### src/rtl/mixio_pkg.sv
package mixio_pkg;
  localparam int SEL_W = 3;

  typedef enum logic [SEL_W-1:0] {
    SEL_DIN  = 3'd0,
    SEL_CTL  = 3'd1,
    SEL_DOUT = 3'd2,
    SEL_DIR  = 3'd3,
    SEL_DRV  = 3'd4,
    SEL_OEN  = 3'd5
  } reg_sel_e;
endpackage

### src/rtl/mixio_regfile.sv
module mixio_regfile
  import mixio_pkg::*;
#(
  parameter int WIDTH = 8
) (
  input  logic             clk,
  input  logic             rst,
  input  logic             wr_i,
  input  logic [SEL_W-1:0] sel_i,
  input  logic [WIDTH-1:0] wdata_i,
  output logic [WIDTH-1:0] ctl_o,
  output logic [WIDTH-1:0] dout_o,
  output logic [WIDTH-1:0] dir_o,
  output logic [WIDTH-1:0] drv_o
);
  logic [WIDTH-1:0] ctl_q, dout_q, dir_q, drv_q;

  always_ff @(posedge clk) begin
    if (rst) begin
      ctl_q  <= '0;
      dout_q <= '0;
      dir_q  <= '0;
      drv_q  <= '0;
    end else if (wr_i) begin
      case (sel_i)
        SEL_CTL:  ctl_q  <= wdata_i;
        SEL_DOUT: dout_q <= wdata_i;
        SEL_DIR:  dir_q  <= wdata_i;
        SEL_DRV:  drv_q  <= wdata_i;
        default:  ;
      endcase
    end
  end

  assign ctl_o  = ctl_q;
  assign dout_o = dout_q;
  assign dir_o  = dir_q;
  assign drv_o  = drv_q;


  rst_clear_chk: assert property (@(posedge clk) disable iff (rst)
    $past(rst) |-> (ctl_q == '0 && dout_q == '0 && dir_q == '0 && drv_q == '0));


  ctl_write_chk: assert property (@(posedge clk) disable iff (rst)
    (wr_i && sel_i == SEL_CTL) |=> (ctl_q == $past(wdata_i)));


  dir_write_chk: assert property (@(posedge clk) disable iff (rst)
    (wr_i && sel_i == SEL_DIR) |=> (dir_q == $past(wdata_i)));


  ro_write_ignore_chk: assert property (@(posedge clk) disable iff (rst)
    (wr_i && (sel_i == SEL_DIN || sel_i == SEL_OEN || sel_i > SEL_OEN))
    |=> ($stable(ctl_q) && $stable(dout_q) && $stable(dir_q) && $stable(drv_q)));
endmodule

### src/rtl/mixio_pinmux.sv
module mixio_pinmux #(
  parameter int WIDTH     = 8,
  parameter int FAST_PINS = 4
) (
  input  logic             clk,
  input  logic             rst,
  input  logic [WIDTH-1:0] ctl_i,
  input  logic [WIDTH-1:0] dout_i,
  input  logic [WIDTH-1:0] dir_i,
  input  logic [WIDTH-1:0] drv_i,
  input  logic [WIDTH-1:0] mc_i,
  input  logic [WIDTH-1:0] pt_i,
  output logic [WIDTH-1:0] pin_out_o,
  output logic [WIDTH-1:0] pin_oe_o
);
  for (genvar i = 0; i < WIDTH; i++) begin : g_pin
    logic val, en, eff;

    always_comb begin
      val = ctl_i[i] ? mc_i[i] : dout_i[i];
      en  = ctl_i[i] ? pt_i[i] : dir_i[i];
    end

    if (i >= FAST_PINS) begin : g_od
      assign eff = en & ~(drv_i[i] & val);


      od_no_high_chk: assert property (@(posedge clk) disable iff (rst)
        (pin_oe_o[i] && $past(drv_i[i])) |-> !pin_out_o[i]);
    end else begin : g_pp
      assign eff = en;
    end

    always_ff @(posedge clk) begin
      if (rst) begin
        pin_out_o[i] <= 1'b0;
        pin_oe_o[i]  <= 1'b0;
      end else begin
        pin_out_o[i] <= val;
        pin_oe_o[i]  <= eff;
      end
    end


    src_mc_chk: assert property (@(posedge clk) disable iff (rst)
      ctl_i[i] |=> (pin_out_o[i] == $past(mc_i[i])));


    oe_dir_chk: assert property (@(posedge clk) disable iff (rst)
      (!ctl_i[i] && !dir_i[i]) |=> !pin_oe_o[i]);
  end
endmodule

### src/rtl/mixio_insync.sv
module mixio_insync #(
  parameter int WIDTH  = 8,
  parameter int STAGES = 2
) (
  input  logic             clk,
  input  logic             rst,
  input  logic [WIDTH-1:0] pin_i,
  output logic [WIDTH-1:0] sync_o
);
  logic [WIDTH-1:0] stg_q [STAGES];

  for (genvar s = 0; s < STAGES; s++) begin : g_stage
    always_ff @(posedge clk) begin
      if (rst)
        stg_q[s] <= '0;
      else if (s == 0)
        stg_q[s] <= pin_i;
      else
        stg_q[s] <= stg_q[(s == 0) ? 0 : s-1];
    end
  end

  assign sync_o = stg_q[STAGES-1];


  sync_step_chk: assert property (@(posedge clk) disable iff (rst)
    !$past(rst) |-> (stg_q[0] == $past(pin_i)));
endmodule

### src/rtl/mixio_rdmux.sv
module mixio_rdmux
  import mixio_pkg::*;
#(
  parameter int WIDTH = 8
) (
  input  logic             clk,
  input  logic             rst,
  input  logic             rd_i,
  input  logic [SEL_W-1:0] sel_i,
  input  logic [WIDTH-1:0] din_i,
  input  logic [WIDTH-1:0] ctl_i,
  input  logic [WIDTH-1:0] dout_i,
  input  logic [WIDTH-1:0] dir_i,
  input  logic [WIDTH-1:0] drv_i,
  input  logic [WIDTH-1:0] oen_i,
  output logic [WIDTH-1:0] rdata_o
);
  logic [WIDTH-1:0] pick;

  always_comb begin
    case (sel_i)
      SEL_DIN:  pick = din_i;
      SEL_CTL:  pick = ctl_i;
      SEL_DOUT: pick = dout_i;
      SEL_DIR:  pick = dir_i;
      SEL_DRV:  pick = drv_i;
      SEL_OEN:  pick = oen_i;
      default:  pick = '0;
    endcase
  end

  always_ff @(posedge clk) begin
    if (rst)
      rdata_o <= '0;
    else if (rd_i)
      rdata_o <= pick;
  end


  rd_hold_chk: assert property (@(posedge clk) disable iff (rst)
    (!rd_i && !$past(rst)) |=> $stable(rdata_o));


  oen_read_chk: assert property (@(posedge clk) disable iff (rst)
    (rd_i && sel_i == SEL_OEN) |=> (rdata_o == $past(oen_i)));


  din_read_chk: assert property (@(posedge clk) disable iff (rst)
    (rd_i && sel_i == SEL_DIN) |=> (rdata_o == $past(din_i)));
endmodule

### src/rtl/mixio_port.sv
module mixio_port
  import mixio_pkg::*;
#(
  parameter int WIDTH       = 8,
  parameter int FAST_PINS   = 4,
  parameter int SYNC_STAGES = 2,
  localparam int OD_PINS    = WIDTH - FAST_PINS
) (
  input  logic                 clk,
  input  logic                 rst,
  input  logic [SEL_W-1:0]     reg_sel,
  input  logic                 reg_wr,
  input  logic                 reg_rd,
  input  logic [WIDTH-1:0]     reg_wdata,
  output logic [WIDTH-1:0]     reg_rdata,
  input  logic [WIDTH-1:0]     mc_out,
  input  logic [WIDTH-1:0]     pt_oe,
  input  logic [WIDTH-1:0]     pin_in,
  output logic [WIDTH-1:0]     pin_out,
  output logic [WIDTH-1:0]     pin_oe,
  output logic [FAST_PINS-1:0] fast_slew,
  output logic [OD_PINS-1:0]   open_drain,
  output logic [WIDTH-1:0]     imc_out
);
  logic [WIDTH-1:0] ctl, dout, dir, drv, din;

  mixio_regfile #(.WIDTH(WIDTH)) regs_i (
    .clk(clk), .rst(rst), .wr_i(reg_wr), .sel_i(reg_sel), .wdata_i(reg_wdata),
    .ctl_o(ctl), .dout_o(dout), .dir_o(dir), .drv_o(drv)
  );

  mixio_pinmux #(.WIDTH(WIDTH), .FAST_PINS(FAST_PINS)) mux_i (
    .clk(clk), .rst(rst), .ctl_i(ctl), .dout_i(dout), .dir_i(dir), .drv_i(drv),
    .mc_i(mc_out), .pt_i(pt_oe), .pin_out_o(pin_out), .pin_oe_o(pin_oe)
  );

  mixio_insync #(.WIDTH(WIDTH), .STAGES(SYNC_STAGES)) sync_i (
    .clk(clk), .rst(rst), .pin_i(pin_in), .sync_o(din)
  );

  mixio_rdmux #(.WIDTH(WIDTH)) rd_i (
    .clk(clk), .rst(rst), .rd_i(reg_rd), .sel_i(reg_sel), .din_i(din),
    .ctl_i(ctl), .dout_i(dout), .dir_i(dir), .drv_i(drv), .oen_i(pin_oe),
    .rdata_o(reg_rdata)
  );

  assign fast_slew  = drv[FAST_PINS-1:0];
  assign open_drain = drv[WIDTH-1:FAST_PINS];
  assign imc_out    = din;


  drv_split_chk: assert property (@(posedge clk) disable iff (rst)
    (reg_wr && reg_sel == SEL_DRV) |=> ({open_drain, fast_slew} == $past(reg_wdata)));
endmodule

### config.mk
export PLATFORM = sky130hd
export DESIGN_NAME = mixio_port
export DESIGN_NICKNAME = d
export VERILOG_FILES = /design/src/rtl/mixio_pkg.sv /design/src/rtl/mixio_regfile.sv /design/src/rtl/mixio_pinmux.sv /design/src/rtl/mixio_insync.sv /design/src/rtl/mixio_rdmux.sv /design/src/rtl/mixio_port.sv
export SDC_FILE = /design/constraint.sdc
export NUM_CORES = 1
export LEC_CHECK = 0
export BUFFER_PORTS_ARGS = -buffer_cell sky130_fd_sc_hd__buf_2
export CORE_UTILIZATION = 36
export CTS_CLUSTER_SIZE = 8
export DETAILED_ROUTE_END_ITERATION = 10
export PLACE_DENSITY = 0.67
export SLEW_MARGIN = 5
export SYNTH_ARGS = -nofsm -noshare
export SYNTH_HDL_FRONTEND = slang
export SYNTH_SLANG_ARGS = --single-unit
### constraint.sdc
create_clock -name clk -period 3 [get_ports clk]
set_input_delay 0.6 -clock clk [delete_from_list [all_inputs] [get_ports clk]]
set_output_delay 0.6 -clock clk [all_outputs]
set_load 0.02 [all_outputs]
=== Yosys cells after proc, flatten, opt, wreduce, memory -nomap -nowiden ===
Memories as Yosys holds them, arrays and structs flattened.
Cells that the tools add are included.

* Equality and inequality tests: 5
* Multiplexer cells: 22
* Bitwise gates (word level): 14
* Reductions and logical operators: 5

{| class="wikitable"
|+ Operators by type and width
! cell !! count
|-
| $pmux 8 s6 || 1
|-
| $mux 1 || 19
|-
| $mux 8 || 2
|-
| $and 1x1->1 || 8
|-
| $reduce_and 2->1 || 4
|-
| $eq 3x2->1 const B || 2
|-
| $eq 3x3->1 const B || 2
|-
| $not 1->1 || 4
|-
| $eq 3x1->1 const B || 1
|-
| $logic_not 3->1 || 1
|-
| $or 1x1->1 || 2
|}

* Flip-flop bits (word level): 56
* Bits in writable memories: 16
* Input port bits: 39
* Output and inout port bits: 40
* Word-level logic and storage cells: 68
* Memories kept: 1

{| class="wikitable"
|+ Memory list
! name !! depth !! width !! rd ports !! clocked after Yosys merged registers in !! wr ports !! line !! source
|-
| sync_i.stg_q || 2 || 8 || 2 || 0 || 2 || mixio_insync.sv:10 || <nowiki>logic [WIDTH-1:0] stg_q [STAGES];</nowiki>
|}

=== Logic depth before layout (Yosys ltp) ===
* Depth after elaboration: 4
* Gate-level depth with buffers: 6
* Gate-level depth less buffers: 4

=== Cells and area by module ===
Synthesis repeated with hierarchy kept, for this count alone.

* Cells, all modules: 289
* Area total of the unflattened synthesis: 3109.2 sq um

{| class="wikitable"
|+ By module, submodules not included
! module !! instances !! cells an instance !! area an instance (sq um) !! seq. area each (sq um)
|-
| mixio_regfile || 1 || 117 || 1312.5 || 640.6
|-
| mixio_rdmux || 1 || 85 || 738.2 || 160.2
|-
| mixio_pinmux || 1 || 54 || 594.3 || 320.3
|-
| mixio_insync || 1 || 33 || 464.2 || 320.3
|}

=== Least setup slack after synthesis ===
No wires, ideal clock.

* Kind: input to register
* Start: input port reg_sel[2]
* End: register regs_i.dout_q[0], in the netlist regs_i.dout_o[0]
* Library setup time: 0.128 ns
* Arrival time: 1.407 ns
* Required time: 2.872 ns
* Path slack: 1.465 ns
* Cell stages on the path: 6
* Path buffers: 2
* Cell sequence: buf_6 > nor2b_4 > nor3b_2 > buf_4 > mux2i_1 > nor2_1

* Cells in the longest elaborated chain, start to end: 2

{| class="wikitable"
|+ RTL lines
! what !! line !! source
|-
| start, declared || mixio_port.sv:11 || <nowiki>input logic [SEL_W-1:0] reg_sel,</nowiki>
|-
| $eq 3x2->1 || mixio_regfile.sv:25 || <nowiki>case (sel_i)</nowiki>
|-
| $reduce_and 2->1 (no line) || n/a ||
|-
| end signal, assigned || mixio_regfile.sv:27 || <nowiki>SEL_DOUT: dout_q <= wdata_i;</nowiki>
|-
| end, declared || mixio_regfile.sv:16 || <nowiki>logic [WIDTH-1:0] ctl_q, dout_q, dir_q, drv_q;</nowiki>
|}

Every way passes these cells.
A chain may end at the register's enable or synchronous reset.

=== Worst setup path after layout ===
* Start: input port reg_sel[1]
* End: register regs_i.dout_q[4], in the netlist regs_i.dout_o[4]

The elaborated chain is that of the path after synthesis.

==> results.ini <==
[logic_synthesis]
ys_types=28
yosysWarnings=0
synth_ff_type=dfxtp_1
netlist_area_sq_mm=0.002885
yosysMostFrequentCell=dfxtp_1
syn_inst=307
synth-edff-count=0
ys_top_cells_by_area=dfxtp_1 (50%), mux2i_1 (14%), nand2_1 (6.6%)
syn_nets=346
synth_largest_area_cell=dfxtp_1
synth_top_cells_by_count=dfxtp_1 (72), nand2_1 (51), mux2i_1 (39)
async_reset_ff_share_pct=0
ys_seq_area_share_pct=49.96
syn_avg_cell_area_sq_um=9.398
ys_seq_elements=72
synth.top_cell.area_share_pct=49.96

[critical_path]
cp-start-kind=input pin
required_ns=3.22
crit_family=buffers and inverters
crit_chain=buf_2 -> inv_1 -> nor3b_2 -> buf_4 -> mux2i_1 -> nor2_1
cp_slowest_cell=buf_2
arrival_ns=1.81
critPathMaxFanout=18
worst-path-buf-inv=3
path_class=input pin to flip-flop
worst_path_largest_cell_delay_ns=0.34
end_kind=flip-flop

[grt]
grt_pass1_vias=2316
overflow=0
grt_antenna_before_repair=0
gr-usage-all-layers_pct=18.42
grt_pass1_wl_um=11630
grt_start_max_net_pins=31

[sta]
fin_tns_setup_ns=0
setup_ws_ns=1.403
fmax_mhz=626.3
max-slew-margin-rel_pct=62.28
finClkSkew_ns=0.01414
worst_slew_pin_slew_ns=0.5658
hold_viol_final=0
finalCriticalPeriod_ns=1.597
drv_slew=0
layout_worst_path_cycle_share_pct=53.22
rsz0062_at_grt=no
finalSetupViolCount=0

[floorplanning]
io_pins=79
dieArea_sq_mm=0.008377
coreArea_sq_mm=0.007727
num_rows=32
start_util_pct=37.34
die_w_um=91.53
die_y_um=91.53

[cts]
worstSkewPairLatency_ns=0.36
cts_setup_buffers=0
cts_buffers=9
postCtsHoldBufs=0
cts_sinks=72
cts-root-buf=clkbuf_8
cts_buffer_depth=2
ctsResizeCount=0
cts_tree=built
clkTransAtPathRegs_ns=0.06
htree_levels=3

[layout]
syn_to_final_growth_pct=22.07
fillers=762
final_nets=418
n_antenna_cell=0
fin_util_pct=45.58
drive_gt1_share_pct=27.34
final_area_sq_mm=0.003522

[placement]
gp_congestion=0.8482
dp_slack_ns=1.082
place_area_sq_mm=0.003292
hpwl_um=4999
port-buffer-count=78

[power_and_ir_drop]
fin_total_pwr_mw=2.048
p_leak_nw=1.468
cellPowerDensity_mw_per_mm2=581.6
vdd_drop_max_v=0.0002109

[detailed_routing]
dr.first_iter.drc_count=144
routed_wl_um=7258
vias=2369
viasPerCell=4.874
first_pass_iters=4
drc=0
avgRoutedWirePerCell_um=14.93
ant_nets=0

[flow_run]
drv_cap=0

[run_status]
outcome=completed

[worst_hold_path]
holdCritPathClass=flip-flop to flip-flop

[placed cells by master, fill, tap and decap left out]
cell and count:
nor2b_1 20, nand2_1 51, clkinv_2 2, o22ai_1 4
a311oi_1 2, nor2_1 28, dfxtp_1 72, o31ai_1 1
buf_2 78, nor3_1 3, a31oi_1 1, a211oi_1 5
bufinv_16 2, and3_1 3, a211o_1 2, a21oi_2 2
nor2b_4 1, buf_4 3, nor3b_2 1, nand3_1 3
nand2b_1 6, inv_1 2, clkbuf_8 11, o32ai_1 5
clkinv_4 1, mux2_2 4, a21oi_1 27, mux2i_1 39
o21ai_0 5
[power breakdown]
group          switching (mW)  total, mW  internal, mW
combinational           0.105      0.174        0.0688
sequential             0.0181       1.00         0.984
clock                   0.360      0.873         0.512
total                   0.483       2.05          1.57
[metrics by stage]
| stage | cells | hold WS (ns) |
|---|---|---|
| finish | 486 | 0.4346 |
| global route | 486 | 0.4564 |
| CTS | 486 | 0.4378 |
| detailed placement | 470 | 0.4253 |
| global placement | 470 | 0.4164 |
| floorplan | 307 | 0.4138 |
[layout make-up]
cell class / instances / area (sq um) / area share [%]
Sequential cell: 72 / 1441 / 40.92
Multi-Input combinational cell: 213 / 1303 / 36.98
Timing Repair Buffer: 81 / 412.9 / 11.72
Clock buffer: 11 / 151.4 / 4.298
Tap cell: 102 / 127.6 / 3.623
Clock inverter: 5 / 78.83 / 2.238
Inverter: 2 / 7.507 / 0.2131
[final timing paths]
path / from / to / slack [ns] / depth (start not counted)
setup reg to reg: regs_i.ctl_o[1] / rd_i.rdata_o[1] / 1.81 / 3
hold reg to reg: sync_i.stg_q[0][5] / sync_i.stg_q[1][5] / 0.43 / 1
hold / removal: sync_i.stg_q[0][5] / sync_i.stg_q[1][5] / 0.43 / 1
setup / recovery: reg_sel[1] / regs_i.dout_o[4] / 1.40 / 6
[per-layer routing]
layer  vias up  track usage, %  share of wire [%]
met3        11           5.025                6.8
li1       1197               -                  -
met5         -               0                  0
met1      1090           23.19                 46
met2        71           29.45                 45
met4         0           7.937                1.7
[state kept, by name, indices dropped and copies added (netlist names)]
name and count:
regs_i.dir_o 8, regs_i.dout_o 8, sync_i.stg_q 16, rd_i.rdata_o 8, mux_i.pin_oe_o 8, mux_i.pin_out_o 8
regs_i.ctl_o 8, regs_i.drv_o 8
[worst register-to-register path: cells and delay by family (launching register included)]
| family | cells | cell delay, ns |
|---|---|---|
| multiplexers | 1 | 0.11 |
| AO/OA/AOI/OAI | 2 | 0.58 |
| flip-flops | 1 | 0.41 |
[logic make-up (layout without fill, tap and decap cells)]
logic type | count (synthesis) | in the layout | synth area share [%]
and+or+nand+nor | 116 | 116 | 18.52
muxes | 43 | 43 | 15.09
AOI/OAI and AO/OA | 54 | 54 | 11.54
buffers and inverters | 22 | 99 | 4.900
DFF | 72 | 72 | 49.96
Note: power is estimated with default switching activity, not from simulation.
